**src/rtl/dor_pkg.sv**
```systemverilog
package dor_pkg;
  typedef enum logic [1:0] {
    FT_BODY   = 2'b00,
    FT_HEAD   = 2'b01,
    FT_TAIL   = 2'b10,
    FT_SINGLE = 2'b11
  } flit_type_e;

  localparam int NUM_DIRS = 5;
  localparam int DIR_WEST  = 0;
  localparam int DIR_EAST  = 1;
  localparam int DIR_SOUTH = 2;
  localparam int DIR_NORTH = 3;
  localparam int DIR_LOCAL = 4;
endpackage

```
**src/rtl/dor_decide.sv**
```systemverilog
module dor_decide
  import dor_pkg::*;
#(
  parameter int OFF_W = 5
) (
  input  logic [OFF_W-1:0]    dx_i,
  input  logic [OFF_W-1:0]    dy_i,
  output logic [NUM_DIRS-1:0] dir_o,
  output logic [OFF_W-1:0]    dx_o,
  output logic [OFF_W-1:0]    dy_o
);
  localparam logic [OFF_W-1:0] ONE = {{(OFF_W-1){1'b0}}, 1'b1};

  logic dx_neg, dx_zero, dy_neg, dy_zero;

  assign dx_neg  = dx_i[OFF_W-1];
  assign dy_neg  = dy_i[OFF_W-1];
  assign dx_zero = (dx_i == '0);
  assign dy_zero = (dy_i == '0);

  always_comb begin
    dir_o = '0;
    dx_o  = dx_i;
    dy_o  = dy_i;
    if (!dx_zero) begin
      // X is always resolved first
      if (dx_neg) begin
        dir_o[DIR_WEST] = 1'b1;
        dx_o = dx_i + ONE;
      end else begin
        dir_o[DIR_EAST] = 1'b1;
        dx_o = dx_i - ONE;
      end
    end else if (!dy_zero) begin
      if (dy_neg) begin
        dir_o[DIR_SOUTH] = 1'b1;
        dy_o = dy_i + ONE;
      end else begin
        dir_o[DIR_NORTH] = 1'b1;
        dy_o = dy_i - ONE;
      end
    end else begin
      dir_o[DIR_LOCAL] = 1'b1;
    end
  end
endmodule

```
**src/rtl/dor_route_hold.sv**
```systemverilog
module dor_route_hold
  import dor_pkg::*;
(
  input  logic                clk_i,
  input  logic                rst_ni,
  input  logic                accept_i,
  input  logic                is_head_i,
  input  logic                is_tail_i,
  input  logic [NUM_DIRS-1:0] head_dir_i,
  output logic [NUM_DIRS-1:0] dir_o
);
  logic [NUM_DIRS-1:0] route_q;

  // head flits use the fresh decision, others the held one
  assign dir_o = is_head_i ? head_dir_i : route_q;

  always_ff @(posedge clk_i or negedge rst_ni) begin
    if (!rst_ni) begin
      route_q <= '0;
    end else if (accept_i) begin
      if (is_tail_i)      route_q <= '0;
      else if (is_head_i) route_q <= head_dir_i;
    end
  end
endmodule

```
**src/rtl/dor_out_stage.sv**
```systemverilog
module dor_out_stage #(
  parameter int DATA_W = 16,
  parameter int DIR_W  = 5
) (
  input  logic              clk_i,
  input  logic              rst_ni,
  input  logic              load_i,
  input  logic [DATA_W-1:0] flit_i,
  input  logic [DIR_W-1:0]  dir_i,
  input  logic              ready_i,
  output logic              free_o,
  output logic              valid_o,
  output logic [DATA_W-1:0] flit_o,
  output logic [DIR_W-1:0]  dir_o
);
  logic              valid_q;
  logic [DATA_W-1:0] flit_q;
  logic [DIR_W-1:0]  dir_q;

  assign free_o  = !valid_q || ready_i;
  assign valid_o = valid_q;
  assign flit_o  = flit_q;
  assign dir_o   = valid_q ? dir_q : '0;

  always_ff @(posedge clk_i or negedge rst_ni) begin
    if (!rst_ni) begin
      valid_q <= 1'b0;
      flit_q  <= '0;
      dir_q   <= '0;
    end else if (load_i) begin
      valid_q <= 1'b1;
      flit_q  <= flit_i;
      dir_q   <= dir_i;
    end else if (ready_i) begin
      valid_q <= 1'b0;
    end
  end
endmodule

```
**src/rtl/mesh_dor_route.sv**
```systemverilog
module mesh_dor_route
  import dor_pkg::*;
#(
  parameter int OFF_W  = 5,
  parameter int FLIT_W = 16
) (
  input  logic              clk_i,
  input  logic              rst_ni,
  input  logic              in_valid_i,
  output logic              in_ready_o,
  input  logic [FLIT_W-1:0] in_flit_i,
  output logic              out_valid_o,
  input  logic              out_ready_i,
  output logic [FLIT_W-1:0] out_flit_o,
  output logic [4:0]        out_port_o
);
  localparam int DX_LO = 0;
  localparam int DY_LO = OFF_W;
  localparam int TY_LO = FLIT_W - 2;

  logic [1:0]          ftype;
  logic                is_head, is_tail, accept, free;
  logic [OFF_W-1:0]    dx_in, dy_in, dx_nx, dy_nx;
  logic [NUM_DIRS-1:0] head_dir, sel_dir;
  logic [FLIT_W-1:0]   flit_nx;

  assign ftype   = in_flit_i[TY_LO +: 2];
  assign is_head = (ftype == FT_HEAD) || (ftype == FT_SINGLE);
  assign is_tail = (ftype == FT_TAIL) || (ftype == FT_SINGLE);
  assign dx_in   = in_flit_i[DX_LO +: OFF_W];
  assign dy_in   = in_flit_i[DY_LO +: OFF_W];
  assign accept  = in_valid_i && free;
  assign in_ready_o = free;

  dor_decide #(.OFF_W(OFF_W)) i_decide (
    .dx_i (dx_in),
    .dy_i (dy_in),
    .dir_o(head_dir),
    .dx_o (dx_nx),
    .dy_o (dy_nx)
  );

  dor_route_hold i_hold (
    .clk_i     (clk_i),
    .rst_ni    (rst_ni),
    .accept_i  (accept),
    .is_head_i (is_head),
    .is_tail_i (is_tail),
    .head_dir_i(head_dir),
    .dir_o     (sel_dir)
  );

  always_comb begin
    flit_nx = in_flit_i;
    if (is_head) begin
      flit_nx[DX_LO +: OFF_W] = dx_nx;
      flit_nx[DY_LO +: OFF_W] = dy_nx;
    end
  end

  dor_out_stage #(.DATA_W(FLIT_W), .DIR_W(NUM_DIRS)) i_out (
    .clk_i  (clk_i),
    .rst_ni (rst_ni),
    .load_i (accept),
    .flit_i (flit_nx),
    .dir_i  (sel_dir),
    .ready_i(out_ready_i),
    .free_o (free),
    .valid_o(out_valid_o),
    .flit_o (out_flit_o),
    .dir_o  (out_port_o)
  );
endmodule

```
**config.mk**
```make
export PLATFORM = sky130hd
export DESIGN_NAME = mesh_dor_route
export DESIGN_NICKNAME = d
export VERILOG_FILES = /design/src/rtl/dor_pkg.sv /design/src/rtl/dor_decide.sv /design/src/rtl/dor_route_hold.sv /design/src/rtl/dor_out_stage.sv /design/src/rtl/mesh_dor_route.sv
export SDC_FILE = /design/constraint.sdc
export NUM_CORES = 1
export LEC_CHECK = 0
export BUFFER_PORTS_ARGS = -buffer_cell sky130_fd_sc_hd__buf_2
export CAP_MARGIN = 20
export CORE_MARGIN = 5
export CORE_UTILIZATION = 36
export CTS_CLUSTER_SIZE = 24
export DETAILED_ROUTE_END_ITERATION = 16
export SLEW_MARGIN = 0
export SYNTH_ARGS = -nofsm -noshare
export SYNTH_HDL_FRONTEND = slang
export SYNTH_SLANG_ARGS = --single-unit
```
**constraint.sdc**
```tcl
create_clock -name clk_i -period 3.95 [get_ports clk_i]
set_clock_uncertainty 0.15 [all_clocks]
set_input_delay 0.395 -clock clk_i [delete_from_list [all_inputs] [get_ports clk_i]]
set_output_delay 0.395 -clock clk_i [all_outputs]
set_load 0.02 [all_outputs]
```
# Word-level counts from Yosys, hierarchy flattened

Cells that the tools add are included.

Flip-flop bits (word level): 27
Input bits: 20
Word-level logic and storage cells: 38

Add/sub/neg operators: 4
Equality and inequality tests: 3
Multiplexer cells: 19
Reduce and logical (&&, ||, !) cells: 8

Operators with widths:

| operator                                                               | count |
|---|---|
| 5-bit 2-to-1 mux                                                       | 8 |
| 5-bit by 1-bit adder with 5-bit output (second input constant)         | 2 |
| 5-bit zero test                                                        | 2 |
| 10-bit 2-to-1 mux                                                      | 1 |
| 5-bit by 1-bit subtractor with 5-bit output (second input constant)    | 2 |
| 1-bit 2-to-1 mux                                                       | 7 |
| 2-bit equality test (second input constant)                            | 2 |
| 2-bit 2-to-1 mux                                                       | 2 |
| 1-bit logical OR                                                       | 3 |
| 3-bit 2-to-1 mux                                                       | 1 |
| 2-bit by 1-bit equality test with 1-bit output (second input constant) | 1 |
| 2-bit nonzero test                                                     | 1 |
| 1-bit logical AND                                                      | 1 |
| 1-bit zero test                                                        | 1 |

# Logic depth before layout (Yosys ltp)

Gate-level depths: netlist of the first run.

Depth in word-level cells: 5
Depth in mapped cells: 6
Mapped depth without buffers: 6

# Cells and area by module

Synthesis of the first run repeated with hierarchy kept, for this count alone.

Cells, all modules: 150
Area total of the unflattened synthesis: 1,726.7 um2

By module, submodules not included:

| module         | instances | cells each | area an instance (um2) | seq. area each (um2) |
|---|---|---|---|---|
| dor_out_stage  | 1         | 52         | 853.3                  | 550.5 |
| dor_decide     | 1         | 54         | 396.6                  | 0.0 |
| dor_route_hold | 1         | 30         | 301.5                  | 125.1 |
| mesh_dor_route | 1         | 14         | 175.2                  | 0.0 |

# Least setup slack after synthesis of the first run

OpenSTA, ideal clock, no wires.

Kind: reg2reg
Start: register i_out.valid_q, in the netlist i_out.valid_o
End: register i_hold.route_q[3]
Setup time: 0.122 ns
Arrival time: 1.480 ns
Required time: 3.678 ns
Slack: 2.199 ns
Cell stages (with the launch flop): 6
Buffers on the path: 1
Clock period less this slack: 1.751 ns
Cells stage by stage: dfrtp_1 > nand2b_1 > and2_0 > clkbuf_1 > o21ai_0 > a32o_1

Longest elaborated chain between the ends: 3

Ends and longest elaborated chain:

| item                   | RTL line             | text |
|---|---|---|
| from (decl)            | dor_out_stage.sv:16  | `logic valid_q;` |
| from (signal assigned) | dor_out_stage.sv:27  | `valid_q <= 1'b0;` |
| from (signal assigned) | dor_out_stage.sv:31  | `valid_q <= 1'b1;` |
| from (signal assigned) | dor_out_stage.sv:35  | `valid_q <= 1'b0;` |
| 1-bit zero test        | dor_out_stage.sv:20  | `assign free_o = !valid_q \|\| ready_i;` |
| 1-bit logical OR       | dor_out_stage.sv:20  |  |
| via in_ready_o         | mesh_dor_route.sv:10 | `output logic in_ready_o,` |
| 1-bit logical AND      | mesh_dor_route.sv:32 | `assign accept = in_valid_i && free;` |
| to (signal assigned)   | dor_route_hold.sv:22 | `else if (is_head_i) route_q <= head_dir_i;` |
| to (decl)              | dor_route_hold.sv:12 | `logic [NUM_DIRS-1:0] route_q;` |

The timed path passes the listed nets, and every way through them passes these cells.
A chain may end at the register's enable or synchronous reset.

# Final worst setup path of the first run

Start: register i_out.valid_q, in the netlist i_out.valid_o
End: register i_hold.route_q[3]

Longest elaborated chain between the ends: 3

Ends and longest elaborated chain:

| item              | RTL line |
|---|---|
| 1-bit zero test   | dor_out_stage.sv:20 |
| 1-bit logical OR  | dor_out_stage.sv:20 |
| 1-bit logical AND | mesh_dor_route.sv:32 |

No other way between the ends.

==> report_table.html, run 1 <==
<table>
<tr><th>Metric</th><th>Value</th></tr>
<tr><th colspan="2">Run status</th></tr>
<tr><td>Status</td><td>complete, no violations</td></tr>
<tr><th colspan="2">Drt</th></tr>
<tr><td>Routed met1 length</td><td>between 1.5 and 2 mm</td></tr>
<tr><td>Routed vias</td><td>about 1,300</td></tr>
<tr><td>Number of iterations in the first detailed-routing pass</td><td>4</td></tr>
<tr><td>Met3 wire length</td><td>122 um</td></tr>
<tr><td>First DRT Iteration DRCs</td><td>51</td></tr>
<tr><td>Number of DRC violations after detailed routing</td><td>0</td></tr>
<tr><td>Highest layer used for signal routing</td><td>met4</td></tr>
<tr><td>DR vias/cell</td><td>5.079</td></tr>
<tr><td>Number of routed nets with antenna violations</td><td>0</td></tr>
<tr><td>Total length of routed met2 wires</td><td>1.704 mm</td></tr>
<tr><td>Routed WL</td><td>roughly 3.5 mm</td></tr>
<tr><td>Post-detailed-route wirelength per cell</td><td>13.96 um</td></tr>
<tr><th colspan="2">STA</th></tr>
<tr><td>Count of pins over their slew limit</td><td>0</td></tr>
<tr><td>Final worst-path cycle share</td><td>54.43%</td></tr>
<tr><td>Sum Neg Setup Slack</td><td>0 ns</td></tr>
<tr><td>Worst rel slew slack</td><td>31.50%</td></tr>
<tr><td>Setup-violating endpoint count in the final report</td><td>0</td></tr>
<tr><td>Final period demand of the worst path</td><td>about 2.1 ns</td></tr>
<tr><td>RSZ-0062 raised after global routing</td><td>false</td></tr>
<tr><td>Total count of hold-check failures in the final report</td><td>0</td></tr>
<tr><td>Max Clock Freq</td><td>465.1 MHz</td></tr>
<tr><td>Slew at the pin closest to its max-slew limit</td><td>1.025 ns</td></tr>
<tr><th colspan="2">Logic synthesis</th></tr>
<tr><td>Synthesized net count</td><td>approximately 190</td></tr>
<tr><td>Post-synthesis sequential element count</td><td>27</td></tr>
<tr><td>Warning count from the yosys run</td><td>0</td></tr>
<tr><td>Cells after Synth</td><td>around 160</td></tr>
<tr><td>Share of flip-flops with an asynchronous set or reset</td><td>100.0%</td></tr>
<tr><td>Area of the mapped netlist</td><td>1526 sq um</td></tr>
<tr><td>Cell taking the most area after synthesis</td><td>dfrtp_1</td></tr>
<tr><td>Dominant cells by area after synthesis</td><td>dfrtp_1 44%, nand2_1 8.1%, ha_1 4.9%, a21oi_1 3.6%, o21ai_0 3.3%</td></tr>
<tr><td>Syn_area_per_cell</td><td>9.481 sq um</td></tr>
<tr><td>EDFF count, synth</td><td>0</td></tr>
<tr><td>Top-area cell type share of the netlist area</td><td>44.26%</td></tr>
<tr><td>Number of library cell types mapped by synthesis</td><td>42</td></tr>
<tr><td>Most used flip-flop cell after synthesis</td><td>dfrtp_1</td></tr>
<tr><td>Share of synthesized area occupied by flip-flops and latches</td><td>44.26%</td></tr>
<tr><th colspan="2">Hold path</th></tr>
<tr><td>Hold worst-path end</td><td>i_out.flit_o[11]</td></tr>
<tr><td>Cells on Worst Hold Path</td><td>3</td></tr>
<tr><td>Start point of the worst min-delay path</td><td>in_flit_i[11]</td></tr>
<tr><td>HP Class</td><td>input port to register</td></tr>
<tr><th colspan="2">Clocking</th></tr>
<tr><td>Buffers from clock root to sink, at most</td><td>2</td></tr>
<tr><td>Cell at the root of the clock tree</td><td>clkbuf_8</td></tr>
<tr><td>Buffers inserted by post-CTS timing repair</td><td>0</td></tr>
<tr><td>TritonCTS clock tree</td><td>built</td></tr>
<tr><td>TritonCTS Buffers</td><td>3</td></tr>
<tr><td>Number of sinks handled by clock tree synthesis</td><td>27</td></tr>
<tr><td>Clock-pin slew on the worst setup and hold paths</td><td>approximately 0.1 ns</td></tr>
<tr><td>Later-pin clock latency in the skew report</td><td>0.27 ns</td></tr>
<tr><td>Deepest level of the CTS H-tree</td><td>1</td></tr>
<tr><th colspan="2">Placed design</th></tr>
<tr><td>Final weighted congestion of routability-driven global placement</td><td>0.8007</td></tr>
<tr><td>Post-detailed-placement cell area</td><td>1774 sq um</td></tr>
<tr><td>IO Port Bufs</td><td>42</td></tr>
<tr><td>Detailed-placement wirelength estimate</td><td>2.649 mm</td></tr>
<tr><th colspan="2">Worst setup path</th></tr>
<tr><td>Capturing point of the worst reg2reg path</td><td>i_hold.route_q[3]</td></tr>
<tr><td>Maximum fanout count along the critical path</td><td>17</td></tr>
<tr><td>Worst Reg2Reg Path Length in Cells</td><td>4</td></tr>
<tr><td>Endpoint type of the worst setup path</td><td>register</td></tr>
<tr><td>Required arrival time at the worst endpoint</td><td>3.97 ns</td></tr>
<tr><td>Data arrival, critical path</td><td>2.17 ns</td></tr>
<tr><td>Crit Reg-Reg Startpoint</td><td>i_out.valid_o</td></tr>
<tr><td>R2r setup slk</td><td>1.80 ns</td></tr>
<tr><td>Element type at the critical path start</td><td>register</td></tr>
<tr><td>Startpoint-to-endpoint class of the critical path</td><td>register to register</td></tr>
<tr><th colspan="2">Cells and area</th></tr>
<tr><td>Sequential cell area in the final layout</td><td>675.6 sq um</td></tr>
<tr><td>Antenna cells</td><td>0</td></tr>
<tr><td>Final standard cell area without fillers</td><td>1833 sq um</td></tr>
<tr><td>Area occupied by multi-input gates</td><td>803.3 sq um</td></tr>
<tr><td>Most common cell after layout, fill and taps aside</td><td>buf_2</td></tr>
<tr><td>Final cell utilization of the core</td><td>45.17%</td></tr>
<tr><td>Count of fill cells added during filler insertion</td><td>399</td></tr>
<tr><td>Final net count</td><td>231</td></tr>
<tr><td>Fraction of layout cells with a size suffix above 1</td><td>27.72%</td></tr>
<tr><td>Leading cell types in the layout, fill and taps excluded</td><td>42 x buf_2, 33 x nand2_1, 27 x dfrtp_1</td></tr>
<tr><td>Layout area overhead</td><td>20.08%</td></tr>
<tr><th colspan="2">Power</th></tr>
<tr><td>P per Cell Area</td><td>363.0 nW/um^2</td></tr>
<tr><td>Leak</td><td>0.0008968 uW</td></tr>
<tr><td>VDD IR max</td><td>0.0001382 V</td></tr>
<tr><th colspan="2">Floorplan</th></tr>
<tr><td>Row count</td><td>23</td></tr>
<tr><td>I/O Pins</td><td>43</td></tr>
<tr><td>Chip Height</td><td>75.12 um</td></tr>
<tr><td>Effective utilization at floorplan</td><td>37.62%</td></tr>
<tr><td>Floorplan die width</td><td>75.12 um</td></tr>
<tr><td>Total die area</td><td>5642 sq um</td></tr>
<tr><td>Floorplan Core Area</td><td>4058 sq um</td></tr>
<tr><th colspan="2">GRT</th></tr>
<tr><td>Vias in the first global route</td><td>1,189</td></tr>
<tr><td>GR Overflow Total</td><td>0</td></tr>
<tr><td>First-pass GRT wire length</td><td>about 5.8 mm</td></tr>
<tr><td>Antenna violations before repair</td><td>0</td></tr>
<tr><td>GRT Util Overall</td><td>13.36%</td></tr>
<tr><td>Maximum number of pins on one net before global-route repair</td><td>34</td></tr>
<tr><th colspan="2">Job</th></tr>
<tr><td>Max-cap violations</td><td>0</td></tr>
</table>
## metal layers
| layer | global-route usage [%] | vias to the layer above |
|---|---|---|
| met3 | 0.8011 | 4 |
| met2 | 20.60 | 29 |
| met5 | 0 | - |
| met1 | 19.30 | 597 |
| met4 | 5.929 | 0 |
| li1 | - | 650 |
## how the worst max path moves through the flow
stage,start,endpoint,slack (ns),cells past startpoint
global route,i_out.valid_o,i_hold.route_q[4],1.56,4
floorplan,i_out.valid_o,i_hold.route_q[3],2.20,5
global placement,out_ready_i,i_hold.route_q[3],1.76,5
CTS,i_out.valid_o,i_hold.route_q[3],1.74,4
detailed placement,out_ready_i,i_hold.route_q[3],1.70,5
finish,i_out.valid_o,i_hold.route_q[3],1.80,4
## critical path, stage by stage, from the launching register on
cell and delay (ns):
dfrtp_1 0.43, nand2b_1 0.19, and2_0 0.72, o21ai_0 0.28, a32o_1 0.27
## timing repair
item,in CTS,in global routing
hold buffers,1,0
endpoints found under the setup margin,0,0
gates resized for setup,0,0
hold endpoints to repair,27,0
## cell type report
| cell class | count | area share [%] |
|---|---|---|
| Clock buffer | 3 | 2.253 |
| Timing Repair Buffer | 43 | 12.01 |
| Clock inverter | 1 | 0.4096 |
| Sequential cell | 27 | 36.86 |
| Multi-Input combinational cell | 122 | 43.82 |
| Inverter | 6 | 1.229 |
| Tap cell | 50 | 3.413 |
## cells by family after synthesis
logic type	count (synthesis)	synth area share, %
buffers and inverters	12	3.114
adders and majority gates	8	7.541
DFF	27	44.26
xor gates and xnor gates	3	1.722
muxes	2	1.393
and+or+nand+nor	61	21.23
AOI/OAI and AO/OA	48	20.74
## metrics by stage
step           total power (uW)  setup WS [ns]  hold WS [ns]  instances
6_report                  665.3          1.800        0.1551        252
5_1_grt                   707.4          1.562        0.1544        252
4_1_cts                   674.7          1.740        0.1463        252
3_5_place_dp              513.6          1.699        0.2899        247
3_3_place_gp              512.5          1.762        0.3007        247
2_1_floorplan             442.8          2.199      -0.05059        161
## synth_stat cells, types with 2 or more instances
cell and count:
a21oi_1 11, dfrtp_1 27, inv_1 5, o31ai_1 2, o21ai_1 5, ha_1 6, and2_1 5, o21ai_0 10
a21oi_2 2, nand2_1 33, nor2b_1 6, fa_1 2, buf_2 2, nand2b_1 2, a32o_1 2, xor2_1 3
a32oi_1 2, nor2_1 5, or4_4 2, a31oi_1 3, clkbuf_1 4, a21o_1 2
## state kept, by name (all words and copies together), names as in the netlist
name,count
i_out.dir_q,5
i_out.valid_o,1
i_out.flit_o,16
i_hold.route_q,5
## power by group
| group | internal [uW] | switching (uW) |
|---|---|---|
| registers | 308 | 16.6 |
| logic | 65.6 | 115 |
| clock network | 71.6 | 88.6 |
Power figures use the tool's default switching activity.
==> run 2, diff against run 1 <==
==> constraint.sdc (replaced) <==
create_clock -name clk_i -period 2.2 [get_ports clk_i]
set_clock_uncertainty 0.15 [all_clocks]
set_input_delay 0.22 -clock clk_i [delete_from_list [all_inputs] [get_ports clk_i]]
set_output_delay 0.22 -clock clk_i [all_outputs]
set_load 0.02 [all_outputs]
==> run 2 against run 1 <==
- die area unchanged
- non-clock buffer count up 6
- fmax up 26%
- via count up 0.31%
- sequential share of layout area down 1.1 points
- register-to-register slack worse by 1.3 ns
- global-route usage up 0.74 points
- sequential power up 79%
- clock power up 81%
- combinational power up 85%
- cell count up 2.4%
- first-iteration DRC count down 37%
==> report_table.html, run 2 (same netlist as run 1, synthesis figures left out) <==
<table>
<tr><th>Metric</th><th>Value</th></tr>
<tr><th colspan="2">STA</th></tr>
<tr><td>Max Clock Freq</td><td>between 500 and 600 MHz</td></tr>
<tr><td>Min Hold Slack</td><td>0.05758 ns</td></tr>
<tr><td>Count of pins over their slew limit</td><td>0</td></tr>
<tr><td>Worst rel slew slack</td><td>59.84%</td></tr>
<tr><td>Final worst-path cycle share</td><td>slightly below 80%</td></tr>
<tr><td>Final period demand of the worst path</td><td>1.711 ns</td></tr>
<tr><td>RSZ-0062 raised after global routing</td><td>false</td></tr>
<tr><td>Slew at the pin closest to its max-slew limit</td><td>between 0.6 and 0.7 ns</td></tr>
<tr><td>Setup-violating endpoint count in the final report</td><td>0</td></tr>
<tr><td>Sum Neg Setup Slack</td><td>0 ns</td></tr>
<tr><td>Total count of hold-check failures in the final report</td><td>0</td></tr>
<tr><th colspan="2">Placed design</th></tr>
<tr><td>Final weighted congestion of routability-driven global placement</td><td>0.8334</td></tr>
<tr><td>Detailed-placement wirelength estimate</td><td>between 2 and 3 mm</td></tr>
<tr><td>Placed instance count</td><td>~250</td></tr>
<tr><td>IO Port Bufs</td><td>42</td></tr>
<tr><th colspan="2">Power</th></tr>
<tr><td>Post-route total power</td><td>1203 uW</td></tr>
<tr><td>P per Cell Area</td><td>637.0 nW/um^2</td></tr>
<tr><td>Part of the total power dissipated in combinational logic</td><td>between 20% and 30%</td></tr>
<tr><td>Share of total power in the clock network</td><td>24.0%</td></tr>
<tr><td>Switching part of the total</td><td>32.89%</td></tr>
<tr><td>Leak</td><td>0.0009231 uW</td></tr>
<tr><td>Psw</td><td>between 300 and 400 uW</td></tr>
<tr><td>VDD IR max</td><td>0.0003212 V</td></tr>
<tr><td>Sequential fraction of design power</td><td>48.3%</td></tr>
<tr><td>Internal Dissipation</td><td>807.0 uW</td></tr>
<tr><th colspan="2">Worst setup path</th></tr>
<tr><td>R2r setup slk</td><td>0.49 ns</td></tr>
<tr><td>Cells traversed along the worst timing path</td><td>nand2b_1 -&gt; and2_0 -&gt; buf_4 -&gt; a31oi_1 -&gt; o21ai_0</td></tr>
<tr><td>Endpoint type of the worst setup path</td><td>register</td></tr>
<tr><td>Required arrival time at the worst endpoint</td><td>2.25 ns</td></tr>
<tr><td>Element type at the critical path start</td><td>register</td></tr>
<tr><td>Critical-path top delay cell</td><td>dfrtp_1</td></tr>
<tr><td>Crit path buf inv count</td><td>1</td></tr>
<tr><td>Slowest stage delay, CP</td><td>0.43 ns</td></tr>
<tr><td>CP delay by family, top</td><td>simple AND/OR/NAND/NOR gates</td></tr>
<tr><td>Startpoint-to-endpoint class of the critical path</td><td>register to register</td></tr>
<tr><td>Maximum fanout count along the critical path</td><td>13</td></tr>
<tr><td>Data arrival, critical path</td><td>1.76 ns</td></tr>
<tr><th colspan="2">Cells and area</th></tr>
<tr><td>Final cell utilization of the core</td><td>46.53%</td></tr>
<tr><td>Count of fill cells added during filler insertion</td><td>between 400 and 500</td></tr>
<tr><td>Layout area overhead</td><td>23.69%</td></tr>
<tr><td>Area occupied by multi-input gates</td><td>roughly 800 sq um</td></tr>
<tr><td>Final net count</td><td>237</td></tr>
<tr><td>Antenna cells</td><td>0</td></tr>
<tr><td>Post-Layout Cell Count</td><td>258</td></tr>
<tr><td>Sequential cell area in the final layout</td><td>675.6 sq um</td></tr>
<tr><td>Fraction of layout cells with a size suffix above 1</td><td>27.88%</td></tr>
<tr><td>Most common cell after layout, fill and taps aside</td><td>buf_2</td></tr>
<tr><td>Leading cell types in the layout, fill and taps excluded</td><td>42 x buf_2, 33 x nand2_1, 27 x dfrtp_1</td></tr>
<tr><td>Max reg flops</td><td>16</td></tr>
<tr><th colspan="2">Floorplan</th></tr>
<tr><td>Chip Height</td><td>between 70 and 80 um</td></tr>
<tr><td>Floorplan die width</td><td>75.12 um</td></tr>
<tr><td>Floorplan Core Area</td><td>~4100 sq um</td></tr>
<tr><td>Effective utilization at floorplan</td><td>37.62%</td></tr>
<tr><td>Row count</td><td>23</td></tr>
<tr><td>Total die area</td><td>5642 sq um</td></tr>
<tr><td>I/O Pins</td><td>43</td></tr>
<tr><th colspan="2">GRT</th></tr>
<tr><td>Maximum number of pins on one net before global-route repair</td><td>28</td></tr>
<tr><td>GR Overflow Total</td><td>0</td></tr>
<tr><td>Vias in the first global route</td><td>1,294</td></tr>
<tr><td>Antenna violations before repair</td><td>0</td></tr>
<tr><td>GRT Util Overall</td><td>14.10%</td></tr>
<tr><td>First-pass GRT wire length</td><td>6.113 mm</td></tr>
<tr><th colspan="2">Drt</th></tr>
<tr><td>Number of routed nets with antenna violations</td><td>0</td></tr>
<tr><td>DR vias/cell</td><td>4.977</td></tr>
<tr><td>Number of iterations in the first detailed-routing pass</td><td>4</td></tr>
<tr><td>Number of DRC violations after detailed routing</td><td>0</td></tr>
<tr><td>First DRT Iteration DRCs</td><td>32</td></tr>
<tr><td>Routed WL</td><td>approximately 3.5 mm</td></tr>
<tr><td>Post-detailed-route wirelength per cell</td><td>13.62 um</td></tr>
<tr><td>Routed vias</td><td>1,284</td></tr>
<tr><th colspan="2">Clocking</th></tr>
<tr><td>TritonCTS Buffers</td><td>3</td></tr>
<tr><td>Buffers from clock root to sink, at most</td><td>2</td></tr>
<tr><td>TritonCTS clock tree</td><td>built</td></tr>
<tr><td>Later-pin clock latency in the skew report</td><td>0.27 ns</td></tr>
<tr><td>Deepest level of the CTS H-tree</td><td>1</td></tr>
<tr><td>Number of sinks handled by clock tree synthesis</td><td>27</td></tr>
<tr><td>Clock-pin slew on the worst setup and hold paths</td><td>0.10 ns</td></tr>
<tr><td>Cell at the root of the clock tree</td><td>clkbuf_8</td></tr>
<tr><td>Buffers inserted by post-CTS timing repair</td><td>0</td></tr>
<tr><th colspan="2">Hold path</th></tr>
<tr><td>HP Class</td><td>input port to register</td></tr>
<tr><th colspan="2">Job</th></tr>
<tr><td>Max-cap violations</td><td>0</td></tr>
<tr><th colspan="2">Run status</th></tr>
<tr><td>Status</td><td>complete, no violations</td></tr>
</table>
## run 2: layout make-up
| class | count | share of cell area, % |
|---|---|---|
| Clock buffer | 3 | 2.187 |
| Clock inverter | 1 | 0.3976 |
| Timing Repair Buffer | 49 | 14.58 |
| Sequential cell | 27 | 35.79 |
| Tap cell | 50 | 3.313 |
| Multi-Input combinational cell | 122 | 42.54 |
| Inverter | 6 | 1.193 |
## run 2: metrics by stage
step / area [sq um] / setup WS [ns]
4_1_cts: 1888 / 0.4401
6_report: 1888 / 0.4892
2_1_floorplan: 1526 / 0.4488
3_5_place_dp: 1789 / 0.4503
5_1_grt: 1888 / 0.2994
3_3_place_gp: 1789 / 0.4294
## run 2: path summary, 6_finish.rpt
kind | from | endpoint | depth (start not counted)
min in group asynchronous | rst_ni | i_out.flit_o[8] | 2
max | i_out.valid_o | i_hold.route_q[0] | 5
min reg2reg | i_out.dir_q[1] | i_out.dir_q[1] | 2
max in group asynchronous | rst_ni | i_out.dir_q[2] | 2
min | in_flit_i[15] | i_hold.route_q[2] | 2
max reg2reg | i_out.valid_o | i_hold.route_q[0] | 5
## run 2: timing repair
item,CTS,global route
resized for setup,0,0
hold buffers,5,0
endpoints found under the hold margin,31,0
## run 2: metal layers
| metal | global-route usage, % | vias up | part of all wire (%) |
|---|---|---|---|
| li1 | - | 656 | - |
| met1 | 19.17 | 603 | 49 |
| met2 | 22.24 | 23 | 47 |
| met3 | 2.270 | 2 | 3.3 |
| met4 | 5.929 | 0 | 0.97 |
| met5 | 0 | - | 0 |
## run 2: power groups by stage
stage	Combinational (uW)	Clock [uW]	Sequential, uW
6_report	333	289	581
5_1_grt	375	320	592
4_1_cts	339	299	583
3_5_place_dp	331	0	593
3_3_place_gp	329	0	591
2_1_floorplan	150	0	645
==> run 3, diff against run 2 <==
==> constraint.sdc (replaced) <==
create_clock -name clk_i -period 1.8 [get_ports clk_i]
set_clock_uncertainty 0.15 [all_clocks]
set_input_delay 0.18 -clock clk_i [delete_from_list [all_inputs] [get_ports clk_i]]
set_output_delay 0.18 -clock clk_i [all_outputs]
set_load 0.02 [all_outputs]
==> run 3 against run 2 <==
- routed wire length up 3.2%
- sequential share of layout area decreased by 0.38 points
- final area increased by 1.1%
- die area did not move
- global-route usage shrank 0.23 points
- sequential power is 22% higher
- cell count grew 1.2%
- via count rose by 2.8%
- critical endpoint is now i_hold.route_q[1]
- largest cell class unchanged
- highest routed layer unchanged
==> report_table.html, run 3 (same netlist as run 1, synthesis figures left out) <==
<table>
<tr><th>Metric</th><th>Value</th></tr>
<tr><th colspan="2">Run status</th></tr>
<tr><td>Status</td><td>complete, no violations</td></tr>
<tr><th colspan="2">Drt</th></tr>
<tr><td>Post-detailed-route wirelength per cell</td><td>13.89 um</td></tr>
<tr><td>Routed WL</td><td>3.625 mm</td></tr>
<tr><td>DR vias/cell</td><td>5.057</td></tr>
<tr><td>Number of iterations in the first detailed-routing pass</td><td>4</td></tr>
<tr><td>Routed vias</td><td>1,320</td></tr>
<tr><td>First DRT Iteration DRCs</td><td>60</td></tr>
<tr><td>Number of DRC violations after detailed routing</td><td>0</td></tr>
<tr><td>Number of routed nets with antenna violations</td><td>0</td></tr>
<tr><th colspan="2">Clocking</th></tr>
<tr><td>Clock-pin slew on the worst setup and hold paths</td><td>0.09 ns</td></tr>
<tr><td>Number of sinks handled by clock tree synthesis</td><td>27</td></tr>
<tr><td>Later-pin clock latency in the skew report</td><td>0.27 ns</td></tr>
<tr><td>Deepest level of the CTS H-tree</td><td>1</td></tr>
<tr><td>TritonCTS Buffers</td><td>3</td></tr>
<tr><td>Buffers from clock root to sink, at most</td><td>2</td></tr>
<tr><td>TritonCTS clock tree</td><td>built</td></tr>
<tr><td>Cell at the root of the clock tree</td><td>clkbuf_8</td></tr>
<tr><th colspan="2">Worst setup path</th></tr>
<tr><td>Element type at the critical path start</td><td>register</td></tr>
<tr><td>Endpoint type of the worst setup path</td><td>register</td></tr>
<tr><td>Worst Reg2Reg Path Length in Cells</td><td>5</td></tr>
<tr><td>Required arrival time at the worst endpoint</td><td>approximately 1.8 ns</td></tr>
<tr><td>Data arrival, critical path</td><td>1.67 ns</td></tr>
<tr><td>Capturing point of the worst reg2reg path</td><td>i_hold.route_q[1]</td></tr>
<tr><td>Crit Reg-Reg Startpoint</td><td>i_out.valid_o</td></tr>
<tr><td>Startpoint-to-endpoint class of the critical path</td><td>register to register</td></tr>
<tr><td>R2r setup slk</td><td>0.17 ns</td></tr>
<tr><td>Maximum fanout count along the critical path</td><td>9</td></tr>
<tr><th colspan="2">Cells and area</th></tr>
<tr><td>Post-Layout Cell Count</td><td>261</td></tr>
<tr><td>Final net count</td><td>240</td></tr>
<tr><td>Fraction of layout cells with a size suffix above 1</td><td>approximately 29%</td></tr>
<tr><td>Max reg flops</td><td>16</td></tr>
<tr><td>Leading cell types in the layout, fill and taps excluded</td><td>42 x buf_2, 33 x nand2_1, 27 x dfrtp_1</td></tr>
<tr><td>Antenna cells</td><td>0</td></tr>
<tr><td>Most common cell after layout, fill and taps aside</td><td>buf_2</td></tr>
<tr><td>Layout area overhead</td><td>25.00%</td></tr>
<tr><th colspan="2">STA</th></tr>
<tr><td>Worst rel slew slack</td><td>about 59%</td></tr>
<tr><td>RSZ-0062 raised after global routing</td><td>false</td></tr>
<tr><td>Setup-violating endpoint count in the final report</td><td>0</td></tr>
<tr><td>Slew at the pin closest to its max-slew limit</td><td>0.6111 ns</td></tr>
<tr><td>Count of pins over their slew limit</td><td>0</td></tr>
<tr><td>Max Clock Freq</td><td>613.4 MHz</td></tr>
<tr><td>Total count of hold-check failures in the final report</td><td>0</td></tr>
<tr><td>Sum Neg Setup Slack</td><td>0 ns</td></tr>
<tr><td>Final worst-path cycle share</td><td>about nine tenths</td></tr>
<tr><td>Final period demand of the worst path</td><td>1.630 ns</td></tr>
<tr><th colspan="2">GRT</th></tr>
<tr><td>First-pass GRT wire length</td><td>about 6 mm</td></tr>
<tr><td>Antenna violations before repair</td><td>0</td></tr>
<tr><td>GRT Util Overall</td><td>13.87%</td></tr>
<tr><td>Vias in the first global route</td><td>roughly 1,200</td></tr>
<tr><td>Maximum number of pins on one net before global-route repair</td><td>28</td></tr>
<tr><td>GR Overflow Total</td><td>0</td></tr>
<tr><th colspan="2">Placed design</th></tr>
<tr><td>Detailed-placement wirelength estimate</td><td>2.813 mm</td></tr>
<tr><td>IO Port Bufs</td><td>42</td></tr>
<tr><td>Placed instance count</td><td>around 250</td></tr>
<tr><td>Final weighted congestion of routability-driven global placement</td><td>0.9037</td></tr>
<tr><th colspan="2">Floorplan</th></tr>
<tr><td>Row count</td><td>23</td></tr>
<tr><td>I/O Pins</td><td>between 40 and 50</td></tr>
<tr><td>Total die area</td><td>approximately 5600 sq um</td></tr>
<tr><td>Effective utilization at floorplan</td><td>between 30% and 40%</td></tr>
<tr><td>Chip Height</td><td>75.12 um</td></tr>
<tr><td>Floorplan Core Area</td><td>roughly 4100 sq um</td></tr>
<tr><td>Floorplan die width</td><td>75.12 um</td></tr>
<tr><th colspan="2">Hold path</th></tr>
<tr><td>Cells on Worst Hold Path</td><td>2</td></tr>
<tr><td>Start point of the worst min-delay path</td><td>in_flit_i[15]</td></tr>
<tr><td>HP Class</td><td>input port to register</td></tr>
<tr><td>Hold worst-path end</td><td>i_hold.route_q[2]</td></tr>
<tr><th colspan="2">Power</th></tr>
<tr><td>Leak</td><td>0.0009420 uW</td></tr>
<tr><td>P per Cell Area</td><td>between 700 and 800 nW/um^2</td></tr>
<tr><td>Post-route total power</td><td>1471 uW</td></tr>
<tr><td>VDD IR max</td><td>between 0.0003 and 0.0004 V</td></tr>
<tr><th colspan="2">Job</th></tr>
<tr><td>Max-cap violations</td><td>0</td></tr>
</table>
run 3: cell types whose count changed in the layout (fill, tap and decap cells not counted), sizes merged:
cell and change:
buf +3, clkinvlp -1, clkinv +1
run 3: how the worst max path moves through the flow:
stage,start,endpoint,slack [ns],cells after the start
after floorplan,i_out.valid_o,i_hold.route_q[3],0.05,5
after global placement,in_flit_i[4],i_out.flit_o[3],0.08,7
after detailed placement,i_out.valid_o,i_hold.route_q[1],0.09,5
after CTS,i_out.valid_o,i_hold.route_q[1],0.06,5
after global routing,i_out.valid_o,i_hold.route_q[1],0.03,5
final,i_out.valid_o,i_hold.route_q[1],0.17,5
run 3: per-layer routing:
| layer | GRT usage, % | vias to the layer above | routed length [um] |
|---|---|---|---|
| met5 | 0 | - | 0 |
| met4 | 4.743 | 0 | 46 |
| met3 | 1.202 | 4 | 104 |
| met2 | 21.66 | 21 | 1729 |
| met1 | 20.18 | 629 | 1743 |
| li1 | - | 666 | - |
run 3: power breakdown:
| group | internal, uW | switching (uW) |
|---|---|---|
| Clock | 155 | 192 |
| Sequential | 676 | 34.4 |
| Combinational | 159 | 255 |
| Total | 990 | 481 |
run 3: layout make-up:
cell class / instances / area [sq um]
multi-input combinational: 122 / 803.3
sequential: 27 / 675.6
clock buffer: 3 / 41.29
timing repair buffer: 52 / 297.8
tap: 50 / 62.56
fill: 403 / 2150
inverter: 6 / 22.52
clock inverter: 1 / 5.005
run 3: through the flow:
| stage | area [sq um] | util (%) | worst slack, ns | hold slack (ns) |
|---|---|---|---|---|
| global placement | 1812 | 44.65 | 0.08217 | 0.08872 |
| CTS | 1908 | 47.02 | 0.06197 | 0.005872 |
| floorplan | 1526 | - | 0.04879 | -0.2656 |
| detailed placement | 1812 | 44.65 | 0.08967 | 0.07999 |
| finish | 1908 | 47.02 | 0.1697 | 0.01637 |
| global route | 1908 | 47.02 | 0.02780 | 0.02588 |
run 3: worst max-delay path: stages (launching register included):
cell and delay (ns):
dfrtp_1 0.43, nand2b_1 0.23, and2_1 0.30, buf_4 0.21
a21oi_1 0.07, o21ai_0 0.16
run 3: timing repair:
action | CTS | global route
gates resized for setup | 0 | 1
setup endpoints to repair | 0 | 4
hold endpoints to repair | 31 | 0
buffers inserted | 0 | 0
hold buffers | 5 | 0
